[config.mk]
export PLATFORM = sky130hd
export DESIGN_NAME = retire_pc_monitor
export DESIGN_NICKNAME = d
export VERILOG_FILES = /design/src/rtl/pcmon_pkg.sv /design/src/rtl/pcmon_dpath.sv /design/src/rtl/pcmon_ctrl.sv /design/src/rtl/retire_pc_monitor.sv
export SDC_FILE = /design/constraint.sdc
export NUM_CORES = 1
export LEC_CHECK = 0
export BUFFER_PORTS_ARGS = -buffer_cell sky130_fd_sc_hd__buf_2
export CAP_MARGIN = 20
export CORE_AREA = 8 8 231 233
export CTS_CLUSTER_SIZE = 30
export DETAILED_ROUTE_END_ITERATION = 8
export DIE_AREA = 0 0 239 241
export HOLD_SLACK_MARGIN = 0.05
export PLACE_DENSITY = 0.39
export SLEW_MARGIN = 20
export SYNTH_ARGS = -nofsm -noshare
export SYNTH_HDL_FRONTEND = slang
export SYNTH_HIERARCHICAL = 1
export SYNTH_SLANG_ARGS = --single-unit
[constraint.sdc]
create_clock -name clk -period 15.1 [get_ports clk]
set_clock_uncertainty 0.1 [all_clocks]
set_input_delay 0.755 -clock clk [delete_from_list [all_inputs] [get_ports clk]]
set_output_delay 0.755 -clock clk [all_outputs]
set_load 0.01 [all_outputs]
[src/rtl/pcmon_pkg.sv]
package pcmon_pkg;
  localparam int ORDW = 64;

  typedef enum logic [1:0] {
    MON_IDLE  = 2'd0,
    MON_WATCH = 2'd1,
    MON_DONE  = 2'd2
  } monState_t;

  typedef struct packed {
    logic capture;
    logic watch;
  } ctlStrb_t;
endpackage

[src/rtl/pcmon_dpath.sv]
module pcmon_dpath #(
  parameter int XLEN  = 32,
  parameter int NCHAN = 1
) (
  input  logic                          clk,
  input  logic                          rst,
  input  pcmon_pkg::ctlStrb_t           strb,
  input  logic [NCHAN-1:0]              retValid,
  input  logic [NCHAN*pcmon_pkg::ORDW-1:0] retOrder,
  input  logic [NCHAN*XLEN-1:0]         retPcCur,
  input  logic [NCHAN*XLEN-1:0]         retPcNext,
  input  logic [NCHAN-1:0]              retIntr,
  output logic                          refFound,
  output logic                          fwdBad,
  output logic                          bwdBad
);
  localparam int OW = pcmon_pkg::ORDW;

  logic [OW-1:0]   capOrd, refOrdQ, activeOrd, succOrd, predOrd;
  logic [XLEN-1:0] capCur, capNext, refCurQ, refNextQ, activeCur, activeNext;
  logic            capIntr, refIntrQ, activeIntr;
  logic [NCHAN-1:0] fwdMis, bwdMis;
  logic            cmpEn, fwdSeenQ, bwdSeenQ;

  // Lowest-numbered valid channel is the reference candidate
  always_comb begin
    refFound = 1'b0;
    capOrd   = '0;
    capCur   = '0;
    capNext  = '0;
    capIntr  = 1'b0;
    for (int i = 0; i < NCHAN; i++) begin
      if (!refFound && retValid[i]) begin
        refFound = 1'b1;
        capOrd   = retOrder[i*OW +: OW];
        capCur   = retPcCur[i*XLEN +: XLEN];
        capNext  = retPcNext[i*XLEN +: XLEN];
        capIntr  = retIntr[i];
      end
    end
  end

  always_ff @(posedge clk) begin
    if (rst) begin
      refOrdQ  <= '0;
      refCurQ  <= '0;
      refNextQ <= '0;
      refIntrQ <= 1'b0;
    end else if (strb.capture) begin
      refOrdQ  <= capOrd;
      refCurQ  <= capCur;
      refNextQ <= capNext;
      refIntrQ <= capIntr;
    end
  end

  // In the trigger cycle the fresh capture is compared directly
  assign activeOrd  = strb.capture ? capOrd  : refOrdQ;
  assign activeCur  = strb.capture ? capCur  : refCurQ;
  assign activeNext = strb.capture ? capNext : refNextQ;
  assign activeIntr = strb.capture ? capIntr : refIntrQ;
  assign succOrd    = activeOrd + OW'(1);
  assign predOrd    = activeOrd - OW'(1);
  assign cmpEn      = strb.capture | strb.watch;

  for (genvar g = 0; g < NCHAN; g++) begin : gChan
    logic [OW-1:0]   chOrd;
    logic [XLEN-1:0] chCur, chNext;
    assign chOrd  = retOrder[g*OW +: OW];
    assign chCur  = retPcCur[g*XLEN +: XLEN];
    assign chNext = retPcNext[g*XLEN +: XLEN];
    assign fwdMis[g] = retValid[g] && !retIntr[g] && (chOrd == succOrd) &&
                       (chCur != activeNext);
    assign bwdMis[g] = retValid[g] && !activeIntr && (chOrd == predOrd) &&
                       (chNext != activeCur);
  end

  always_ff @(posedge clk) begin
    if (rst) begin
      fwdSeenQ <= 1'b0;
      bwdSeenQ <= 1'b0;
    end else if (cmpEn) begin
      fwdSeenQ <= fwdSeenQ | (|fwdMis);
      bwdSeenQ <= bwdSeenQ | (|bwdMis);
    end
  end

  assign fwdBad = fwdSeenQ | (cmpEn & (|fwdMis));
  assign bwdBad = bwdSeenQ | (cmpEn & (|bwdMis));

  AST_REF_ORDER_HELD: assert property (@(posedge clk) disable iff (rst)
    !strb.capture |=> $stable(refOrdQ));
  AST_REF_PC_HELD: assert property (@(posedge clk) disable iff (rst)
    !strb.capture |=> ($stable(refNextQ) && $stable(refCurQ)));
  AST_SEEN_STICKY: assert property (@(posedge clk) disable iff (rst)
    fwdSeenQ |=> fwdSeenQ);
endmodule

[src/rtl/pcmon_ctrl.sv]
module pcmon_ctrl (
  input  logic                clk,
  input  logic                rst,
  input  logic                trig,
  input  logic                chk,
  input  logic                refFound,
  input  logic                fwdBad,
  input  logic                bwdBad,
  output pcmon_pkg::ctlStrb_t strb,
  output logic                errFwd,
  output logic                errBwd
);
  import pcmon_pkg::*;

  monState_t stateQ, stateD;
  logic      evaluate, errFwdQ, errBwdQ;

  always_comb begin
    strb.capture = (stateQ == MON_IDLE) && trig && refFound;
    strb.watch   = (stateQ == MON_WATCH);
    evaluate     = chk && (strb.capture || strb.watch);
    stateD       = stateQ;
    if (evaluate)          stateD = MON_DONE;
    else if (strb.capture) stateD = MON_WATCH;
  end

  always_ff @(posedge clk) begin
    if (rst) begin
      stateQ  <= MON_IDLE;
      errFwdQ <= 1'b0;
      errBwdQ <= 1'b0;
    end else begin
      stateQ  <= stateD;
      errFwdQ <= errFwdQ | (evaluate & fwdBad);
      errBwdQ <= errBwdQ | (evaluate & bwdBad);
    end
  end

  assign errFwd = errFwdQ;
  assign errBwd = errBwdQ;

  AST_FWD_STICKY: assert property (@(posedge clk) disable iff (rst)
    errFwdQ |=> errFwdQ);
  AST_BWD_STICKY: assert property (@(posedge clk) disable iff (rst)
    errBwdQ |=> errBwdQ);
  AST_FWD_ON_CHECK: assert property (@(posedge clk) disable iff (rst)
    $rose(errFwdQ) |-> $past(chk));
  AST_BWD_ON_CHECK: assert property (@(posedge clk) disable iff (rst)
    $rose(errBwdQ) |-> $past(chk));
  AST_DONE_FINAL: assert property (@(posedge clk) disable iff (rst)
    (stateQ == MON_DONE) |=> (stateQ == MON_DONE));
endmodule

[src/rtl/retire_pc_monitor.sv]
module retire_pc_monitor #(
  parameter int XLEN  = 32,
  parameter int NCHAN = 1
) (
  input  logic                  clk,
  input  logic                  rst,
  input  logic                  trig,
  input  logic                  chk,
  input  logic [NCHAN-1:0]      retValid,
  input  logic [NCHAN*64-1:0]   retOrder,
  input  logic [NCHAN*XLEN-1:0] retPcCur,
  input  logic [NCHAN*XLEN-1:0] retPcNext,
  input  logic [NCHAN-1:0]      retIntr,
  output logic                  errFwd,
  output logic                  errBwd
);
  pcmon_pkg::ctlStrb_t strb;
  logic refFound, fwdBad, bwdBad;

  pcmon_ctrl u_ctrl (
    .clk(clk), .rst(rst), .trig(trig), .chk(chk),
    .refFound(refFound), .fwdBad(fwdBad), .bwdBad(bwdBad),
    .strb(strb), .errFwd(errFwd), .errBwd(errBwd)
  );

  pcmon_dpath #(.XLEN(XLEN), .NCHAN(NCHAN)) u_dpath (
    .clk(clk), .rst(rst), .strb(strb),
    .retValid(retValid), .retOrder(retOrder), .retPcCur(retPcCur),
    .retPcNext(retPcNext), .retIntr(retIntr),
    .refFound(refFound), .fwdBad(fwdBad), .bwdBad(bwdBad)
  );

  AST_NO_ERR_AFTER_RESET: assert property (@(posedge clk)
    $fell(rst) |-> (!errFwd && !errBwd));
endmodule

### After elaboration in Yosys (flattened, before gate mapping)

Cells that the tools add are included.

| cells by class | value |
|---|---|
| $add $sub $neg | 2 |
| equal/unequal tests | 5 |
| muxes and demuxes | 11 |
| bitwise logic cells | 11 |
| reductions and logical operators | 15 |

Operators by type and width:

| operator | count |
|---|---|
| 64-bit == test | 2 |
| 32-bit 2-to-1 mux | 4 |
| 64-bit 2-to-1 mux | 2 |
| 64-bit by 1-bit adder with 64-bit output (second input constant) | 1 |
| 32-bit != test | 2 |
| 64-bit by 1-bit subtractor with 64-bit output (second input constant) | 1 |
| 1-bit logical AND | 9 |
| 1-bit bitwise OR | 7 |
| 1-bit AND | 4 |
| 2-bit 2-to-1 mux | 2 |
| 1-bit 2-to-1 mux | 3 |
| 2-bit by 1-bit == test with 1-bit output (second input constant) | 1 |
| 1-bit zero test | 2 |
| 2-bit zero test | 1 |
| 2-bit nonzero test | 1 |
| 2-bit OR reduction | 1 |
| 1-bit logical OR | 1 |

| word-level totals | value |
|---|---|
| bits in registers | 135 |
| input bits | 134 |
| output and inout port bits | 2 |
| logic and storage cells | 54 |

### Depth between registers and ports, before layout

| depth | value |
|---|---|
| word-level depth | 12 |
| gate-level depth with buffers | 28 |
| depth with buffers taken out | 17 |

### Modules after synthesis

The synthesis kept the hierarchy.

By module, submodules not included:

| module | times used | cells each | area each (um^2) | seq. area each (um^2) |
|---|---|---|---|---|
| pcmon_dpath | 1 | 1847 | 13503.0 | 2622.5 |
| pcmon_ctrl | 1 | 19 | 190.2 | 80.1 |

### Least setup slack after synthesis

No wires, ideal clock.

| timing path | value |
|---|---|
| path type | input to register |
| from | in retValid |
| to | reg u_dpath.fwdSeenQ |
| library setup time | 0.096 ns |
| arrival time | 5.941 ns |
| data required time | 14.904 ns |
| slack | 8.963 ns |
| cell stages on the path | 26 |
| buffers on the path | 11 |
| path through | buf_4 -> nand3b_4 -> nor2_1 -> buf_6 -> buf_12 -> buf_12 -> buf_12 -> buf_2 -> buf_2 -> buf_2 -> clkbuf_1 -> clkbuf_1 -> buf_1 -> and3_1 -> a21oi_1 -> inv_1 -> ha_1 -> nand4_1 -> a22oi_1 -> nand3_1 -> nor3_1 -> nand4_1 -> xnor2_1 -> or3_1 -> or4_4 -> o41ai_2 |

RTL lines:

| item | line | source |
|---|---|---|
| from (decl) | retire_pc_monitor.sv:9 | `input logic [NCHAN-1:0] retValid,` |
| to (signal assigned) | pcmon_dpath.sv:83 | `fwdSeenQ <= fwdSeenQ \| (\|fwdMis);` |
| to (decl) | pcmon_dpath.sv:23 | `logic cmpEn, fwdSeenQ, bwdSeenQ;` |

==> impl_metrics.csv <==
group,metric,value,unit
clock_network,post_cts_resized,0,
detailed_routing,dr.pass1.iters,7,
sta,worstMarginPinSlew,1082,ps
worst_hold_path,hold_path_depth,2,
cells_and_area,drive_gt1_share,13.27,%
pwr,leakagePower,5.359,nW
sta,setup_tns,0,ps
pwr,power_density,85.72,mW/mm2
detailed_routing,drtIter0Drc,1522,
cells_and_area,syn2layout_area_growth,11.58,%
detailed_routing,vias_per_cell,5.752,
status,status,"finished, final reports clean",
clock_network,clk_latency,480,ps
pwr,ir_worst_vdd,0.06739,mV
sta,finalSetupViolCount,0,
detailed_routing,antenna_left,0,
clock_network,clk_pin_slew,70,ps
logic_synthesis,synth_flop_cell,"dfxtp_1",
logic_synthesis,synth_edf_count,0,
sta,relSlewSlack,25.98,%
worst_setup_path,reg2regPathDepth,18,
detailed_routing,drc,0,
sta,period_minus_slack,5819,ps
logic_synthesis,synthArstFlopShare,0,%
clock_network,hold_buffers,0,
placed_design,dpl_worst_slack,8897,ps
floorplan,ios,136,
worst_setup_path,start_kind,"input pin",
global_route,grt_max_degree,156,
worst_setup_path,critPathArrivalTime,6130,ps
clock_network,cts_tree,"done",
sta,report.final.slew_viol_count,0,
floorplan,fp.dieH,241,um
detailed_routing,vias,14850,
logic_synthesis,synth_top_area_share,19.74,%
cells_and_area,final_nets,2030,
floorplan,core_area,0.04966,mm2
worst_setup_path,rr_endpoint,"u_ctrl/errFwd$_SDFF_PP0_",
sta,grt_setup_unrepaired,"false",
global_route,gr-usage-all-layers,21.29,%
global_route,grt_pass1_wl,92460,um
sta,clock.fmax,171.9,MHz
logic_synthesis,yosysTopAreaCell,"dfxtp_1",
floorplan,rows,82,
sta,finalHoldViolCount,0,
clock_network,post-cts-setup-buffers,0,
cells_and_area,stdcell_count,2582,
placed_design,place.gp.congestion,0.9024,
placed_design,dpl.hpwl,47280,um
worst_setup_path,crit_fanout,142,
worst_setup_path,crit_path_end_kind,"flop",
logic_synthesis,synthTopCellsByArea,"dfxtp_1 20%, a22oi_1 7.8%, xor2_1 7.1%",
floorplan,start_util,27.58,%
job,cap_violations,0,
worst_hold_path,hold_start,"u_ctrl/errBwd$_SDFF_PP0_",
logic_synthesis,yosys_register_bits,135,
cells_and_area,final_util,30.77,%
floorplan,die_width,239,um
global_route,grt_pass1_vias,14180,
clock_network,cts_buffer_depth,2,
sta,fin_crit_sh,38.54,%
clock_network,htreeDepth,4,
worst_hold_path,holdPathEnd,"u_ctrl/errBwd$_SDFF_PP0_",
logic_synthesis,ys_warn_count,6,
detailed_routing,wire_per_inst,24.15,um
clock_network,cts.sinks,135,
placed_design,io_buffers,135,
global_route,grt_overflow,0,
logic_synthesis,yosysUniqueCellTypes,111,
logic_synthesis,synth_nets,2002,
logic_synthesis,avgSynthCellArea,7.338,um2
global_route,grt_antenna_before_repair,10,
clock_network,cts_made_buffers,17,
floorplan,dieArea,0.05760,mm2
clock_network,cts_root_buf,"clkbuf_16",
worst_setup_path,rrSetupSlack,9550,ps
worst_setup_path,reg2reg_from,"u_ctrl/stateQ[1]$_SDFFE_PP0P_",
worst_hold_path,hold_path_class,"reg2reg",
worst_setup_path,path_class,"in2reg",
sta,setup_ws,9281,ps
placed_design,dp_cells,2545,
logic_synthesis,yosysSeqAreaShare,19.74,%
logic_synthesis,syn_inst,1866,
logic_synthesis,syn-cell-area,0.01369,mm2
worst_setup_path,worstPathRequired,15420,ps
detailed_routing,routed_wl,62360,um
[critical path: stages]
cell and delay (ps):
buf_6 320, nand3b_4 150, nor2_4 130, buf_12 360
nand3_1 200, and2_1 240, inv_1 60, ha_1 230
nand4_1 110, a22oi_1 650, nand3_1 250, nor3_1 750
a41oi_1 220, o22ai_1 170, a22oi_1 110, or4b_2 690
o31ai_1 300, nand4bb_1 140, o22ai_1 120
[flip-flops by register name, summed over array words and instances (netlist names)]
register          flops
u_dpath/refIntrQ      1
u_ctrl/errFwd         1
u_ctrl/stateQ         2
u_dpath/refCurQ      32
u_dpath/refNextQ     32
u_dpath/bwdSeenQ      1
u_ctrl/errBwd         1
u_dpath/fwdSeenQ      1
u_dpath/refOrdQ      64
[cells by family after synthesis]
group                      after synthesis  share of synthesized area, %
AOI/OAI and AO/OA                      490                         24.90
xor gates and xnor gates               208                         13.30
adders and majority gates                2                        0.1827
buffers and inverters                  163                         6.561
DFF                                    135                         19.74
muxes                                   17                         1.261
and+or+nand+nor                        851                         34.06
[how the worst max path moves through the flow]
| stage | cells past startpoint | to | start |
|---|---|---|---|
| floorplan | 26 | u_dpath/fwdSeenQ$_SDFFE_PP0N_ | retValid |
| global placement | 19 | u_ctrl/errFwd$_SDFF_PP0_ | retValid |
| detailed placement | 19 | u_ctrl/errFwd$_SDFF_PP0_ | retValid |
| CTS | 19 | u_ctrl/errFwd$_SDFF_PP0_ | retValid |
| global route | 19 | u_ctrl/errFwd$_SDFF_PP0_ | retValid |
| finish | 19 | u_ctrl/errFwd$_SDFF_PP0_ | retValid |
[cell usage in the layout, fill, tap and decap left out, types with 17 or more instances in the layout]
cell	n
nand4_1	101
inv_1	18
nor3_1	34
nor2_1	206
nor2b_1	17
o211ai_1	31
buf_2	134
dfxtp_1	135
a22oi_1	143
o21bai_1	19
nand2_1	146
nand2b_1	31
nor4_1	42
nand3b_1	46
xor2_1	111
clkbuf_16	17
nand3_1	82
o22ai_1	24
xnor2_1	97
and2_1	18
a21oi_1	78
o21ai_0	81
[through the flow]
stage | instance area [um2] | power, W | hold WS (ps)
3_3_place_gp | 14570 | 0.0008142 | 358.9
5_1_grt | 15270 | 0.001378 | 399.0
2_1_floorplan | 13690 | 0.0006677 | 334.7
3_5_place_dp | 14570 | 0.0008132 | 351.1
6_report | 15280 | 0.001310 | 378.4
4_1_cts | 15240 | 0.001328 | 377.5
[metal layers]
metal | global-route usage [%] | part of all wire [%] | wire, um | vias to the layer above
li1 | - | - | - | 7028
met1 | 26.63 | 43 | 26970 | 7228
met2 | 35.49 | 47 | 29610 | 492
met3 | 4.521 | 5.8 | 3593 | 95
met4 | 8.489 | 3.4 | 2128 | 8
met5 | 0 | 0.091 | 57 | -
[synth_stat cells, types with 7 or more instances]
| cell type | number |
|---|---|
| or3_1 | 11 |
| and3_1 | 15 |
| buf_2 | 29 |
| buf_6 | 8 |
| clkbuf_1 | 75 |
| nor3_1 | 34 |
| a22oi_1 | 143 |
| o22ai_1 | 24 |
| nor2_1 | 207 |
| a21oi_1 | 78 |
| nor4_1 | 43 |
| a22o_1 | 9 |
| o211ai_1 | 31 |
| a21o_1 | 8 |
| nand2_1 | 146 |
| nand4_1 | 101 |
| nand4b_1 | 11 |
| dfxtp_1 | 135 |
| o21a_1 | 7 |
| nand3b_1 | 46 |
| xnor2_1 | 97 |
| nand3_1 | 82 |
| and2_1 | 19 |
| nor4b_1 | 8 |
| inv_1 | 18 |
| or2_2 | 9 |
| mux2i_1 | 15 |
| o21bai_1 | 19 |
| o2111ai_1 | 10 |
| nor2b_1 | 18 |
| or4_1 | 9 |
| nand2b_1 | 31 |
| xor2_1 | 111 |
| buf_1 | 13 |
| o21ai_0 | 83 |
| nor3b_1 | 7 |
[where the power goes]
part	switching, W	total (W)	internal, W
sequential	0.0000111	0.000378	0.000367
clock	0.000192	0.000499	0.000306
combinational	0.000284	0.000433	0.000148
total	0.000488	0.00131	0.000822
[area by class of cell]
cell class                      count  area (um2)
Clock inverter                     10       191.4
Antenna cell                        4       10.01
Sequential cell                   135        2703
Fill cell                        5483       34380
Clock buffer                       21       470.5
Inverter                           19       85.08
Timing Repair Buffer              153       862.1
Multi-Input combinational cell   1568       10120
Tap cell                          672       840.8
No activity file was read; power rests on OpenSTA's default activity.
